$ cat config.mk
export PLATFORM = sky130hd
export DESIGN_NAME = cache_prof_counters
export DESIGN_NICKNAME = d
export VERILOG_FILES = /design/src/rtl/prof_pkg.sv /design/src/rtl/prof_evt_sel.sv /design/src/rtl/prof_cnt.sv /design/src/rtl/prof_rd_mux.sv /design/src/rtl/cache_prof_counters.sv
export SDC_FILE = /design/constraint.sdc
export NUM_CORES = 1
export LEC_CHECK = 0
export BUFFER_PORTS_ARGS = -buffer_cell sky130_fd_sc_hd__clkbuf_2
export CORE_ASPECT_RATIO = 1.2
export CORE_MARGIN = 1
export CORE_UTILIZATION = 47
export DETAILED_ROUTE_END_ITERATION = 16
export GPL_ROUTABILITY_DRIVEN = 0
export GPL_TIMING_DRIVEN = 0
export PLACE_DENSITY = 0.71
export SYNTH_ARGS = -nofsm -noshare
export SYNTH_HDL_FRONTEND = slang
export SYNTH_HIERARCHICAL = 1
export SYNTH_SLANG_ARGS = --single-unit
$ cat constraint.sdc
create_clock -name clk -period 2.3 [get_ports clk]
set_input_delay 0.46 -clock clk [delete_from_list [all_inputs] [get_ports clk]]
set_output_delay 0.46 -clock clk [all_outputs]
set_load 0.02 [all_outputs]
$ cat src/rtl/prof_pkg.sv
// Shared constants and helpers for the profiling counter bank.
// Assumes four counters per region, ordered instr-hit, instr-miss, data-hit, data-miss.
package prof_pkg;
    localparam int unsigned SLOTS_PER_REGION = 4;
    localparam int unsigned SLOT_BYTES       = 4;

    typedef enum logic {
        KIND_INSTR = 1'b0,
        KIND_DATA  = 1'b1
    } acc_kind_e;

    // Flat index of a counter from its region, kind and outcome.
    function automatic int unsigned slot_index(input int unsigned region,
                                               input logic kind,
                                               input logic hit);
        return region * SLOTS_PER_REGION + (kind ? 2 : 0) + (hit ? 0 : 1);
    endfunction
endpackage

$ cat src/rtl/prof_evt_sel.sv
// Turns one tagged event into a one-hot increment vector for the counter bank.
// Assumes at most one event per cycle. A clear or a low enable suppresses every increment.
module prof_evt_sel
    import prof_pkg::*;
#(
    parameter int unsigned N_REGION = 2,
    parameter int unsigned REG_W    = 1,
    localparam int unsigned N_CNT   = N_REGION * SLOTS_PER_REGION
) (
    input  logic             clk,
    input  logic             rst_n,
    input  logic             en,
    input  logic             clr,
    input  logic             valid,
    input  logic [REG_W-1:0] region,
    input  logic             kind,
    input  logic             hit,
    output logic [N_CNT-1:0] sel
);
    // Decode: raise the single slot matching the event tags when counting is allowed.
    always_comb begin
        sel = '0;
        if (en && valid && !clr && (int'(region) < N_REGION))
            sel[slot_index(int'(region), kind, hit)] = 1'b1;
    end

    AST_SEL_ONEHOT: assert property (@(posedge clk) disable iff (!rst_n)
        $onehot0(sel));
    AST_SEL_GATED: assert property (@(posedge clk) disable iff (!rst_n)
        (!en || !valid) |-> (sel == '0));
    AST_SEL_CLR_WINS: assert property (@(posedge clk) disable iff (!rst_n)
        clr |-> (sel == '0));
endmodule

$ cat src/rtl/prof_cnt.sv
// One wrapping event counter with a synchronous clear that has priority over increment.
// Assumes inc is already gated by enable and clear.
module prof_cnt #(
    parameter int unsigned CNT_W = 32
) (
    input  logic             clk,
    input  logic             rst_n,
    input  logic             clr,
    input  logic             inc,
    output logic [CNT_W-1:0] cnt
);
    // Count register: reset or clear to zero, else step by one on inc (wraps naturally).
    always_ff @(posedge clk) begin
        if (!rst_n)    cnt <= '0;
        else if (clr)  cnt <= '0;
        else if (inc)  cnt <= cnt + 1'b1;
    end

    AST_CNT_RESET: assert property (@(posedge clk)
        !rst_n |=> (cnt == '0));
    AST_CNT_STEP: assert property (@(posedge clk) disable iff (!rst_n)
        (inc && !clr) |=> (cnt == $past(cnt) + 1'b1));
    AST_CNT_HOLD: assert property (@(posedge clk) disable iff (!rst_n)
        (!inc && !clr) |=> $stable(cnt));
    AST_CNT_CLEAR: assert property (@(posedge clk) disable iff (!rst_n)
        clr |=> (cnt == '0));
    AST_CNT_WRAP: assert property (@(posedge clk) disable iff (!rst_n)
        (inc && !clr && (&cnt)) |=> (cnt == '0));
endmodule

$ cat src/rtl/prof_rd_mux.sv
// Address decode and read-back for the counter bank; purely combinational.
// Assumes word-aligned slots at BASE + region*STRIDE + slot*4; any other address reads zero.
module prof_rd_mux
    import prof_pkg::*;
#(
    parameter int unsigned N_REGION = 2,
    parameter int unsigned CNT_W    = 32,
    parameter int unsigned ADDR_W   = 12,
    parameter int unsigned DATA_W   = 32,
    parameter int unsigned BASE     = 'h400,
    parameter int unsigned STRIDE   = 'h20,
    localparam int unsigned N_CNT   = N_REGION * SLOTS_PER_REGION
) (
    input  logic [N_CNT*CNT_W-1:0] cnt_flat,
    input  logic [ADDR_W-1:0]      rd_addr,
    output logic [DATA_W-1:0]      rd_data
);
    logic [N_CNT-1:0] hit_vec;

    // Per-slot address comparators, one per counter.
    for (genvar i = 0; i < N_CNT; i++) begin : g_cmp
        localparam int unsigned SLOT_ADDR =
            BASE + (i / SLOTS_PER_REGION) * STRIDE + (i % SLOTS_PER_REGION) * SLOT_BYTES;
        assign hit_vec[i] = (rd_addr == ADDR_W'(SLOT_ADDR));
    end

    // Read mux: OR in the matching counter, zero-extended; nothing matches gives zero.
    always_comb begin
        rd_data = '0;
        for (int i = 0; i < N_CNT; i++)
            if (hit_vec[i]) rd_data = rd_data | DATA_W'(cnt_flat[i*CNT_W +: CNT_W]);
    end

    AST_ADDR_UNIQUE: assert final ($onehot0(hit_vec));
endmodule

$ cat src/rtl/cache_prof_counters.sv
// Profiling counter bank: per-region, per-kind hit and miss counters with global enable,
// clear-all and a combinational read port. Assumes one event per cycle at most.
module cache_prof_counters
    import prof_pkg::*;
#(
    parameter int unsigned N_REGION = 2,
    parameter int unsigned CNT_W    = 32,
    parameter int unsigned ADDR_W   = 12,
    parameter int unsigned DATA_W   = 32,
    parameter int unsigned BASE     = 'h400,
    parameter int unsigned STRIDE   = 'h20,
    localparam int unsigned REG_W   = (N_REGION > 1) ? $clog2(N_REGION) : 1,
    localparam int unsigned N_CNT   = N_REGION * SLOTS_PER_REGION
) (
    input  logic              clk,
    input  logic              rst_n,
    input  logic              prof_en,
    input  logic              prof_clr,
    input  logic              evt_valid,
    input  logic [REG_W-1:0]  evt_region,
    input  logic              evt_kind,
    input  logic              evt_hit,
    input  logic [ADDR_W-1:0] rd_addr,
    output logic [DATA_W-1:0] rd_data
);
    logic [N_CNT-1:0]       inc_vec;
    logic [N_CNT*CNT_W-1:0] cnt_flat;

    prof_evt_sel #(.N_REGION(N_REGION), .REG_W(REG_W)) u_sel (
        .clk    (clk),
        .rst_n  (rst_n),
        .en     (prof_en),
        .clr    (prof_clr),
        .valid  (evt_valid),
        .region (evt_region),
        .kind   (evt_kind),
        .hit    (evt_hit),
        .sel    (inc_vec)
    );

    // Counter array: one instance per region/kind/outcome slot.
    for (genvar i = 0; i < N_CNT; i++) begin : g_cnt
        prof_cnt #(.CNT_W(CNT_W)) u_cnt (
            .clk   (clk),
            .rst_n (rst_n),
            .clr   (prof_clr),
            .inc   (inc_vec[i]),
            .cnt   (cnt_flat[i*CNT_W +: CNT_W])
        );
    end

    prof_rd_mux #(
        .N_REGION (N_REGION),
        .CNT_W    (CNT_W),
        .ADDR_W   (ADDR_W),
        .DATA_W   (DATA_W),
        .BASE     (BASE),
        .STRIDE   (STRIDE)
    ) u_rd (
        .cnt_flat (cnt_flat),
        .rd_addr  (rd_addr),
        .rd_data  (rd_data)
    );

    AST_BANK_FROZEN: assert property (@(posedge clk) disable iff (!rst_n)
        (!prof_en && !prof_clr) |=> $stable(cnt_flat));
    AST_BANK_CLEARED: assert property (@(posedge clk) disable iff (!rst_n)
        prof_clr |=> (cnt_flat == '0));
endmodule

Word level (Yosys, flattened, before mapping)
Cells that the tools add are included.
{ "word_totals": {"register_bits": 256, "in_bits": 20, "output_inout_bits": 32, "elab_cells": 54} }
{ "op_classes": {"add_sub_neg": 10, "order_cmp": 2, "eq_ne": 8, "mux": 13, "bitwise_logic": 8, "reduce_logical": 5} }
{ "ops": {"columns": ["operator", "n"], "rows": [
  ["32-bit by 1-bit adder with 32-bit output (second input constant)", 8],
  ["32-bit 2-to-1 mux", 8],
  ["32-bit bitwise OR", 7],
  ["12-bit by 11-bit equality test with 1-bit output (second input constant)", 8],
  ["3-bit by 32-bit adder with 32-bit output", 1],
  ["32-bit adder", 1],
  ["32-bit by 1-bit greater-or-equal comparator with 1-bit output (second input constant)", 1],
  ["32-bit by 4-bit less-than comparator with 1-bit output (second input constant)", 1],
  ["8-bit 2-to-1 mux", 1],
  ["1-bit demux with 3-bit select", 1],
  ["1-bit logical AND", 3],
  ["1-bit 2-to-1 mux", 2],
  ["2-bit 2-to-1 mux", 1],
  ["2-bit OR reduction", 1],
  ["1-bit zero test", 1],
  ["1-bit NOT", 1]
]} }

Logic depth before layout (Yosys ltp)
{ "logic_depth": {"ltp_word": 16, "depth_mapped": 8, "depth_no_buf": 6} }

Hierarchy
Netlist, hierarchy kept.
{ "modules_own_cells": {"columns": ["module", "n_inst", "cells_per_inst", "area_each_um2", "seq_area_each_um2"], "rows": [
  ["prof_cnt", 8, 178, 1552.7, 640.6],
  ["prof_rd_mux", 1, 263, 2188.3, 0.0],
  ["prof_evt_sel", 1, 13, 101.3, 0.0]
]} }

Least setup slack after synthesis
Ideal clock, no wire load.
{ "synth_timing": {"path_kind": "input port to flip-flop", "start": "input prof_clr", "end": "register g_cnt[0].u_cnt.cnt[15]", "setup_ns": 0.070, "t_arrival_ns": 2.313, "required_time_ns": 2.230, "path_slack_ns": -0.083, "cell_stages": 8, "n_path_buf": 2, "cell_sequence": "nand4b_2 nor3_2 buf_2 nand4_1 or3_1 buf_2 or4_2 a21oi_1"} }
{ "synth_via": {"elab_chain_cells": 3, "elab_cells_between_ends": 4, "classes_between": "mux (1); reduce/logical (3)"} }
{ "synth_rtl": {"columns": ["element", "line_no", "source"], "rows": [
  ["start, declared", "cache_prof_counters.sv:18", "input logic prof_clr,"],
  ["1-bit zero test", "prof_evt_sel.sv:23", "if (en && valid && !clr && (int'(region) < N_REGION))"],
  ["1-bit logical AND", "prof_evt_sel.sv:23", null],
  ["8-bit 2-to-1 mux", "prof_evt_sel.sv:23", null],
  ["net inc_vec[0]", "cache_prof_counters.sv:26", "logic [N_CNT-1:0] inc_vec;"],
  ["end signal, assigned", "prof_cnt.sv:16", "else if (inc) cnt <= cnt + 1'b1;"],
  ["end, declared", "prof_cnt.sv:10", "output logic [CNT_W-1:0] cnt"]
]} }
The timed path passes the listed nets, and every way through them passes these cells.
A chain may end at the register's enable or synchronous reset.

Worst setup path after layout
{ "layout_timing": {"start": "input rd_addr[3]", "end": "output rd_data[4]"} }
{ "layout_via": {"elab_chain_cells": 16, "elab_cells_between_ends": 23, "classes_between": "eq/ne (8); mux (8); bitwise (7)"} }
{ "layout_rtl": {"columns": ["element", "line_no", "source"], "rows": [
  ["start, declared", "cache_prof_counters.sv:23", "input logic [ADDR_W-1:0] rd_addr,"],
  ["12-bit by 11-bit equality test with 1-bit output", "prof_rd_mux.sv:24", "assign hit_vec[i] = (rd_addr == ADDR_W'(SLOT_ADDR));"],
  ["32-bit 2-to-1 mux", "prof_rd_mux.sv:31", "if (hit_vec[i]) rd_data = rd_data | DATA_W'(cnt_flat[i*CNT_W +: CNT_W]);"],
  ["32-bit bitwise OR", "prof_rd_mux.sv:31", null],
  ["32-bit 2-to-1 mux", "prof_rd_mux.sv:31", null],
  ["32-bit bitwise OR", "prof_rd_mux.sv:31", null],
  ["32-bit 2-to-1 mux", "prof_rd_mux.sv:31", null],
  ["32-bit bitwise OR", "prof_rd_mux.sv:31", null],
  ["32-bit 2-to-1 mux", "prof_rd_mux.sv:31", null],
  ["32-bit bitwise OR", "prof_rd_mux.sv:31", null],
  ["32-bit 2-to-1 mux", "prof_rd_mux.sv:31", null],
  ["32-bit bitwise OR", "prof_rd_mux.sv:31", null],
  ["32-bit 2-to-1 mux", "prof_rd_mux.sv:31", null],
  ["32-bit bitwise OR", "prof_rd_mux.sv:31", null],
  ["32-bit 2-to-1 mux", "prof_rd_mux.sv:31", null],
  ["32-bit bitwise OR", "prof_rd_mux.sv:31", null],
  ["32-bit 2-to-1 mux (*)", "prof_rd_mux.sv:31", null],
  ["end, declared", "cache_prof_counters.sv:24", "output logic [DATA_W-1:0] rd_data"]
]} }
Mark *: on every way between the ends. The rest lies on a longest branch, timed or not.

==> out/metrics.yaml <==
outcome: "complete, but fails checks"
failed_checks: "setup timing"
postRouteWirelength_um: 45380
gr-usage-all-layers_pct: 27.43
worstSetupStartpointType: "input pin"
fp.dieArea_mm2: 0.03202
areaGrowthSynthToFinish_pct: 18.98
synthArstFlopShare_pct: 0
synth_area_leader_cell: "sky130_fd_sc_hd__dfxtp_1"
layout.cells.most_common_list: "sky130_fd_sc_hd__dfxtp_1 (252), sky130_fd_sc_hd__a21oi_1 (139), sky130_fd_sc_hd__mux2i_1 (131)"
ys_warn_count: 6
detailed_place_hpwl_um: 33240
synthesis.area_per_instance_um2: 8.654
number_of_core_rows: 70
maxClockFrequency_mhz: 401.7
reg2reg_depth: 6
synth-seq-area-share_pct: 34.84
io_buffers: 50
worstHoldStart: "prof_clr"
detail_route.vias_per_cell: 6.463
vdd_drop_max_uv: 517.8
cts_max_level: 1
critical_path_arrival_ns: 2.03
tightest_slew_ns: 0.8942
design.final.nets: 1841
finalHoldViolCount: 0
synth_edf_count: 0
min_period_over_period_pct: 108.2
tritoncts: "done"
grt_pass1_vias: 12820
ys_top_cells_by_area: "sky130_fd_sc_hd__dfxtp_1 (35%), sky130_fd_sc_hd__mux2i_1 (9.3%), sky130_fd_sc_hd__o31ai_1 (5.3%), sky130_fd_sc_hd__a21oi_1 (4.9%), sky130_fd_sc_hd__or4_1 (4.5%)"
mappedNetlistArea_mm2: 0.01471
hp-class: "input pin to register"
post_synth_inst_count: 1700
worst_hold_path.endpoint: "g_cnt[3].u_cnt/cnt[31]"
numCtsBuffers: 28
reg.largest.list: "g_cnt.u_cnt/cnt x256"
start_util_pct: 47.99
worstSetupEndpointType: "primary output"
vias: 14410
layout_commonest_cell: "sky130_fd_sc_hd__dfxtp_1"
total_leakage_power_nw: 5.516
overflow: 0
p_total_mw: 9.503
power-per-cell-area_mw_per_mm2: 542.9
detail_route.iter0.violations: 1349
timing.reg2reg.setup_slack_ns: 0.10
postRouteAntennaNets: 0
synth.top_cell.area_share_pct: 34.84
grt_max_degree: 19
clock_insertion_delay_worst_skew_ns: 0.56
timing_max_transition_violations_final: 0
fin_worst_skew_ns: 0.01461
critical_path_class: "input pin to primary output"
critPathRequiredTime_ns: 1.84
largest_register_by_flop_count: "g_cnt.u_cnt/cnt"
final_util_pct: 57.10
routed_wire_length_per_instance_um: 20.36
largest_register_ffs: 256
grt_antenna_before_repair: 0
cts-root-to-sink-buffers: 3
clock-root-buffer: "sky130_fd_sc_hd__clkbuf_16"
synth.net_count: 1728
grt_pass1_wl_um: 69650
max_slew_margin_pct: 39.83
hold_path_depth: 3
crit_path_max_fanout: 10
max_cap_viol_count: 0
timing.final.ws_setup_ns: -0.1893
period_needed_ns: 2.489
yosys_register_bits: 256
reg2reg_to: "g_cnt[6].u_cnt/cnt[18]"
post_synth_num_cell_types: 42
antenna-diode-count: 0
cts.sinks: 256
rsz0062_at_grt: "true"
die_height_um: 195.8
drt_pass1_iterations: 7
drc: 0
design.core.area_mm2: 0.03065
drive_gt1_share_pct: 17.68
pin_count: 52
finalSetupViolations: 34
synth-main-ff-cell: "sky130_fd_sc_hd__dfxtp_1"
clkSlewWorstSetupHoldPaths_ns: 0.07
critical_register_to_register_path_startpoint: "g_cnt[6].u_cnt/cnt[0]"
fp.dieW_um: 163.5
==> worst max path at each step <==
stage,endpoint,start,cells after the start
2_1_floorplan,g_cnt[1].u_cnt/cnt[15],evt_hit,8
3_3_place_gp,g_cnt[7].u_cnt/cnt[15],prof_clr,9
3_5_place_dp,g_cnt[7].u_cnt/cnt[15],prof_clr,9
4_1_cts,rd_data[11],rd_addr[11],7
5_1_grt,rd_data[20],rd_addr[11],7
6_report,rd_data[4],rd_addr[3],7
==> synthesized netlist by cell type, drive strengths merged, types with 40 or more instances <==
cell      n
buf      41
and4     40
nand3    88
a22oi    64
o31ai   104
nand2   113
nor2    111
and3     48
or3      41
a21oi   144
nand4    88
mux2i   136
xnor2    56
clkbuf   47
nor4     41
or4     112
dfxtp   256
==> worst max-delay path: stages <==
cell and delay [ns]:
sky130_fd_sc_hd__clkbuf_2 0.12, sky130_fd_sc_hd__nor2b_1 0.14, sky130_fd_sc_hd__clkbuf_1 0.21, sky130_fd_sc_hd__clkbuf_2 0.25
sky130_fd_sc_hd__a22oi_1 0.45, sky130_fd_sc_hd__and3_4 0.28, sky130_fd_sc_hd__buf_8 0.11
==> logic make-up after synthesis <==
kind of cell | after synthesis | synth area share, %
flops | 256 | 34.84
buf+inv | 104 | 3.470
xor+xnor | 88 | 5.239
compound gates | 376 | 16.40
mux | 136 | 9.253
simple gates | 732 | 30.12
fa+ha+maj | 8 | 0.6804
==> report_power, final <==
part,leakage (nW),internal [mW],switching [mW]
Combinational,3.00,0.154,0.312
Clock,0.451,2.72,1.89
Sequential,2.06,4.43,0.00106
Total,5.52,7.30,2.20
==> metal layers <==
metal | vias to the layer above | GRT usage (%) | share of wire, %
li1 | 6835 | - | -
met1 | 6952 | 37.12 | 43
met2 | 530 | 44.16 | 47
met3 | 90 | 3.298 | 6.9
met4 | 0 | 10.87 | 3.6
met5 | - | 0 | 0
==> through the flow <==
stage,instances,setup slack [ns],TNS (ns),hold slack [ns],cell area [um2]
2_1_floorplan,1700,-0.04391,-0.07955,0.4599,14810
3_3_place_gp,2146,-1.067,-142.93,0.4751,15550
3_5_place_dp,2146,-1.120,-145.79,0.4879,15550
4_1_cts,2202,-0.2056,-6.091,0.3023,17010
5_1_grt,2229,-0.1875,-5.473,0.3116,17500
6_report,2229,-0.1893,-4.136,0.3209,17500
==> cell type report <==
type / count / area (um2)
multi-input combinational: 1340 / 9448
buffer: 88 / 591.8
tap: 396 / 495.5
inverter: 16 / 60.06
clock inverter: 6 / 82.58
clock buffer: 44 / 842.1
sequential: 256 / 5130
timing repair buffer: 83 / 854.6
fill: 2736 / 13150
==> what timing repair did <==
item	in CTS	in global routing
gates resized for setup	125	103
hold buffers	0	0
setup buffers	4	26
endpoints found under the setup margin	184	94
hold endpoints to repair	0	0
gates cloned	2	1
pin swaps	7	29
(Power assumes the default switching activity.)
